File: src/rtl/vga_wr_pkg.sv
package vga_wr_pkg;
   typedef enum logic [1:0] {
      WM_SETRST = 2'd0,
      WM_LATCH  = 2'd1,
      WM_COLOR  = 2'd2,
      WM_FILL   = 2'd3
   } wmode_e;
endpackage

File: src/rtl/vga_wr_rotr.sv
module vga_wr_rotr #(
   parameter int W     = 8,
   parameter int STYLE = 0,
   localparam int RW   = $clog2(W)
) (
   input  logic [W-1:0]  din,
   input  logic [RW-1:0] amt,
   output logic [W-1:0]  dout
);
   generate
      if (STYLE == 0) begin : g_mux
         always_comb begin
            for (int i = 0; i < W; i++) begin
               int j;
               j = i + int'(amt);
               if (j >= W) j = j - W;
               dout[i] = din[j];
            end
         end
      end else begin : g_dbl
         logic [2*W-1:0] dbl;
         always_comb dbl = {din, din} >> amt;
         assign dout = dbl[W-1:0];
      end
   endgenerate
endmodule

File: src/rtl/vga_wr_plane_sel.sv
module vga_wr_plane_sel
   import vga_wr_pkg::*;
#(
   parameter int PLANES = 4,
   parameter int W      = 8,
   localparam int DW    = PLANES * W
) (
   input  wmode_e            mode,
   input  logic [W-1:0]      host_raw,
   input  logic [W-1:0]      host_rot,
   input  logic [PLANES-1:0] sr_val,
   input  logic [PLANES-1:0] sr_en,
   input  logic [W-1:0]      bmask,
   input  logic [DW-1:0]     latch,
   output logic [DW-1:0]     comp,
   output logic [W-1:0]      mask
);
   for (genvar b = 0; b < PLANES; b++) begin : g_plane
      always_comb begin
         unique case (mode)
            WM_SETRST: comp[b*W +: W] = sr_en[b] ? {W{sr_val[b]}} : host_rot;
            WM_LATCH:  comp[b*W +: W] = latch[b*W +: W];
            WM_COLOR:  comp[b*W +: W] = {W{host_raw[b]}};
            default:   comp[b*W +: W] = {W{sr_val[b]}};
         endcase
      end
   end

   always_comb begin
      unique case (mode)
         WM_LATCH: mask = '1;
         WM_FILL:  mask = host_rot & bmask;
         default:  mask = bmask;
      endcase
   end
endmodule

File: src/rtl/vga_wr_merge.sv
module vga_wr_merge #(
   parameter int PLANES = 4,
   parameter int W      = 8,
   localparam int DW    = PLANES * W
) (
   input  logic [DW-1:0] comp,
   input  logic [DW-1:0] latch,
   input  logic [W-1:0]  mask,
   output logic [DW-1:0] merged
);
   for (genvar b = 0; b < PLANES; b++) begin : g_lane
      assign merged[b*W +: W] = (comp[b*W +: W] & mask) | (latch[b*W +: W] & ~mask);
   end
endmodule

File: src/rtl/vga_plane_wr_path.sv
module vga_plane_wr_path
   import vga_wr_pkg::*;
#(
   parameter int PLANES    = 4,
   parameter int LANE_W    = 8,
   parameter int ROT_STYLE = 0,
   localparam int RW       = $clog2(LANE_W),
   localparam int DW       = PLANES * LANE_W
) (
   input  logic              clk,
   input  logic              rst_n,
   input  logic              wr_valid_i,
   input  logic [LANE_W-1:0] host_byte_i,
   input  logic [1:0]        wmode_i,
   input  logic [RW-1:0]     rot_cnt_i,
   input  logic [PLANES-1:0] sr_val_i,
   input  logic [PLANES-1:0] sr_en_i,
   input  logic [LANE_W-1:0] bmask_i,
   input  logic [PLANES-1:0] plane_en_i,
   input  logic              rd_load_i,
   input  logic [DW-1:0]     rd_dword_i,
   output logic [DW-1:0]     wdata_o,
   output logic [PLANES-1:0] wbe_o,
   output logic              wvalid_o
);
   if (LANE_W < 2 || (1 << RW) != LANE_W) begin : g_bad_lane
      $error("LANE_W must be a power of two of at least 2");
   end
   if (PLANES < 1 || PLANES > LANE_W) begin : g_bad_planes
      $error("PLANES must be between 1 and LANE_W");
   end
   if (ROT_STYLE != 0 && ROT_STYLE != 1) begin : g_bad_style
      $error("ROT_STYLE must be 0 or 1");
   end

   logic [DW-1:0]     latch_q;
   logic [LANE_W-1:0] host_rot;
   logic [DW-1:0]     comp;
   logic [LANE_W-1:0] mask;
   logic [DW-1:0]     merged;
   wmode_e            mode;

   assign mode = wmode_e'(wmode_i);

   always_ff @(posedge clk or negedge rst_n) begin
      if (!rst_n)         latch_q <= '0;
      else if (rd_load_i) latch_q <= rd_dword_i;
   end

   vga_wr_rotr #(.W(LANE_W), .STYLE(ROT_STYLE)) u_rot (
      .din  (host_byte_i),
      .amt  (rot_cnt_i),
      .dout (host_rot)
   );

   vga_wr_plane_sel #(.PLANES(PLANES), .W(LANE_W)) u_sel (
      .mode     (mode),
      .host_raw (host_byte_i),
      .host_rot (host_rot),
      .sr_val   (sr_val_i),
      .sr_en    (sr_en_i),
      .bmask    (bmask_i),
      .latch    (latch_q),
      .comp     (comp),
      .mask     (mask)
   );

   vga_wr_merge #(.PLANES(PLANES), .W(LANE_W)) u_mrg (
      .comp   (comp),
      .latch  (latch_q),
      .mask   (mask),
      .merged (merged)
   );

   always_ff @(posedge clk or negedge rst_n) begin
      if (!rst_n) begin
         wdata_o  <= '0;
         wbe_o    <= '0;
         wvalid_o <= 1'b0;
      end else begin
         wvalid_o <= wr_valid_i;
         if (wr_valid_i) begin
            wdata_o <= merged;
            wbe_o   <= plane_en_i;
         end
      end
   end
endmodule

File: config.mk
export PLATFORM = sky130hd
export DESIGN_NAME = vga_plane_wr_path
export DESIGN_NICKNAME = d
export VERILOG_FILES = /design/src/rtl/vga_wr_pkg.sv /design/src/rtl/vga_wr_rotr.sv /design/src/rtl/vga_wr_plane_sel.sv /design/src/rtl/vga_wr_merge.sv /design/src/rtl/vga_plane_wr_path.sv
export SDC_FILE = /design/constraint.sdc
export NUM_CORES = 1
export LEC_CHECK = 0
export ABC_AREA = 0
export BUFFER_PORTS_ARGS = -buffer_cell sky130_fd_sc_hd__buf_2
export CAP_MARGIN = 15
export CORE_MARGIN = 3
export CORE_UTILIZATION = 34
export DETAILED_ROUTE_END_ITERATION = 10
export PLACE_DENSITY_LB_ADDON = 0.1
export SYNTH_ARGS = -nofsm -noshare
export SYNTH_HDL_FRONTEND = slang
export SYNTH_SLANG_ARGS = --single-unit
File: constraint.sdc
create_clock -name clk -period 0.92 [get_ports clk]
set_input_delay 0.092 -clock clk [delete_from_list [all_inputs] [get_ports clk]]
set_output_delay 0.092 -clock clk [all_outputs]
set_load 0.02 [all_outputs]
==> flow_metrics.tcl <==
set metrics [dict create \
    outcome "complete, but fails checks" \
    violations "setup timing" \
    slew_headroom_pct 65.9 \
    start_util_pct 35.2 \
    syn_to_final_growth_pct 67.6 \
    clockRootBuffer "clkbuf_16" \
    vias 4276 \
    dp_hpwl_um 11000 \
    multi_input_area_um2 2760 \
    grt_max_degree 22 \
    placementRows 40 \
    wl_um 14700 \
    die_h_um 118 \
    maxCapViolations 0 \
    avgSynthCellArea_um2 10.8 \
    period_share_pct 195 \
    placed_cells 737 \
    synth_cells 399 \
    filler_cell_count 1108 \
    power.leakage_nw 3.11 \
    synth-async-reset-ratio_pct 100 \
    finalSetupTns_ps -21080 \
    ys_seq_area_share_pct 40.1 \
    syn-num-nets 470 \
    drv_slew 0 \
    rsz0062_at_grt "yes" \
    synth_area_um2 4300 \
    yosys.area.top_type_share_pct 40.1 \
    wl_per_cell_um 18.0 \
    grt_pass1_wl_um 23700 \
    place_area_um2 5740 \
    ys.flop_type "dfrtp_1" \
    reg2reg_slack_ps -120 \
    dieArea_um2 14000 \
    insertion_delay_ps 330 \
    finClkSkew_ps 3.24 \
    setup_viol 70 \
    ys_top_cells_by_area "dfrtp_1 (40%), mux2_2 (10%), o221a_2 (4.7%), mux2i_1 (4.7%), mux4_2 (4.2%)" \
    ff_latch_area_um2 1730 \
    drc 0 \
    cts_made_buffers 9 \
    hold_class "in -> reg" \
    synth_top_area_cell "dfrtp_1" \
    path_clk_slew_ps 60 \
    tightestPinTransition_ps 510 \
    drive_gt1_share_pct 56.7 \
    fin_nets 712 \
    clkSinkCount 69 \
    firstDrtPassIters 4 \
    first_global_vias 4407 \
    coreArea_um2 12200 \
    antennaDiodeCount 0 \
    place_congestion 0.908 \
    h-tree-depth 3 \
    finalInstanceArea_um2 7210 \
    layout_setup_ws_ps -871 \
    power.density_nw_per_um2 1650 \
    pin_count 106 \
    ys.warnings.count 0 \
    endpoint_kind "register" \
    antenna_found_initial 0 \
    cp_data_required_time_ps 1140 \
    hold_slack_ps 10.4 \
    grtUsageTotal_pct 21.1 \
    die_w_um 118 \
    synth-seq-cells 69 \
    max_clock_freq_mhz 558 \
    synth_edf_count 0 \
    port_buffers 105 \
    worstSetupPathType "in -> reg" \
    drt_iter0_drc 324 \
    hold_viol 0 \
    arrival_ps 2010 \
    vias_per_cell 5.25 \
    irDropWorstVdd_uv 860 \
    grt_overflow 0 \
    synth.distinct_cells 45 \
    layout_min_cycle_time_ps 1790 \
    drtAntennaViolNets 0 \
    start_kind "input pin" \
    stdcell_count 814 \
    worstPathMaxFanout 4 \
    cts_tree "done" \
    cts_buffer_depth 2 \
]
[critical path: stages]
cell,delay (ps)
buf_8,100
inv_4,50
ha_4,220
buf_12,130
mux2i_4,180
mux4_2,540
o21ai_4,220
buf_6,120
a211oi_2,60
a2111oi_2,270
[sequential cells by signal, indices dropped and copies added, names as in the netlist]
name,count
latch_q,32
wbe_o,4
wdata_o,32
wvalid_o,1
[synthesized netlist by cell type (3+ instances only)]
| cell | n |
|---|---|
| a2111oi_1 | 5 |
| a21oi_1 | 26 |
| nand2_1 | 29 |
| a211oi_1 | 16 |
| mux4_2 | 8 |
| mux2_2 | 40 |
| buf_6 | 3 |
| a2111oi_2 | 11 |
| dfrtp_1 | 69 |
| nor2_1 | 44 |
| o21a_1 | 9 |
| clkbuf_1 | 9 |
| o2111ai_1 | 12 |
| buf_2 | 5 |
| nor3_1 | 4 |
| mux2i_1 | 20 |
| nand3_1 | 4 |
| o221a_2 | 18 |
| buf_1 | 4 |
| inv_1 | 11 |
| o21ai_0 | 3 |
| o21bai_1 | 3 |
| nand2b_1 | 4 |
| a21o_1 | 3 |
| a21oi_2 | 5 |
| o21ai_2 | 4 |
[layer usage]
| layer | track usage, % | part of all wire (%) |
|---|---|---|
| met2 | 33.3 | 47 |
| met5 | 0 | 0 |
| met3 | 2.68 | 5.3 |
| met1 | 30.3 | 47 |
| met4 | 6.15 | 1.2 |
[logic make-up after synthesis]
logic type	count (synthesis)	share of synthesized area, %
AOI/OAI and AO/OA	128	25.6
xor gates and xnor gates	4	1.43
adders and majority gates	2	0.582
buffers and inverters	33	3.55
DFF	69	40.1
muxes	68	19.3
and+or+nand+nor	95	9.39
[where the power goes]
group / leakage, nW / internal (mW) / switching, mW
combinational: 2.15 / 2.20 / 1.90
sequential: 0.797 / 3.46 / 0.394
clock: 0.163 / 2.65 / 1.30
total: 3.11 / 8.31 / 3.59
[final timing paths]
path | startpoint | to | depth (start not counted)
min in group asynchronous | rst_n | latch_q[22]$_DFFE_PN0P_ | 2
worst min-delay path | rd_dword_i[0] | latch_q[0]$_DFFE_PN0P_ | 2
worst max-delay path | rot_cnt_i[1] | wdata_o[5]$_DFFE_PN0P_ | 10
worst max register to register | latch_q[17]$_DFFE_PN0P_ | wdata_o[17]$_DFFE_PN0P_ | 2
worst min register to register | wbe_o[1]$_DFFE_PN0P_ | wbe_o[1]$_DFFE_PN0P_ | 1
max in group asynchronous | rst_n | wdata_o[7]$_DFFE_PN0P_ | 3
[placed cells by master, fill, tap and decap left out, drive strengths merged, types with 18 or more instances in the layout]
cell type / count
nand2: 29
mux2i: 20
dfrtp: 69
buf: 216
nor2: 44
a21oi: 32
dlygate4sd3: 36
o221a: 18
mux2: 40
[layout make-up]
class | instances | area share [%]
sequential | 69 | 24.0
inverter | 12 | 0.833
timing repair buffer | 252 | 29.3
clock buffer | 10 | 3.18
multi-input combinational | 297 | 38.2
tap | 168 | 2.92
clock inverter | 6 | 1.54
[per-stage QoR]
step / setup slack (ps) / total power, mW / util, %
4_1_cts: -796 / 11.8 / 57.2
6_report: -871 / 11.9 / 59.0
3_5_place_dp: -1240 / 6.96 / 47.0
3_3_place_gp: -1200 / 6.91 / 47.0
2_1_floorplan: -998 / 5.60 / -
5_1_grt: -939 / 12.4 / 59.0
[repair_timing]
item                                    in CTS  in global routing
gates resized for setup                    110                 32
hold buffers                                36                  0
endpoints found under the hold margin       57                  0
buffers inserted                            17                 10
endpoints found under the setup margin      70                 74
pin swaps                                   14                 16
Note: power is estimated with default switching activity, not from simulation.
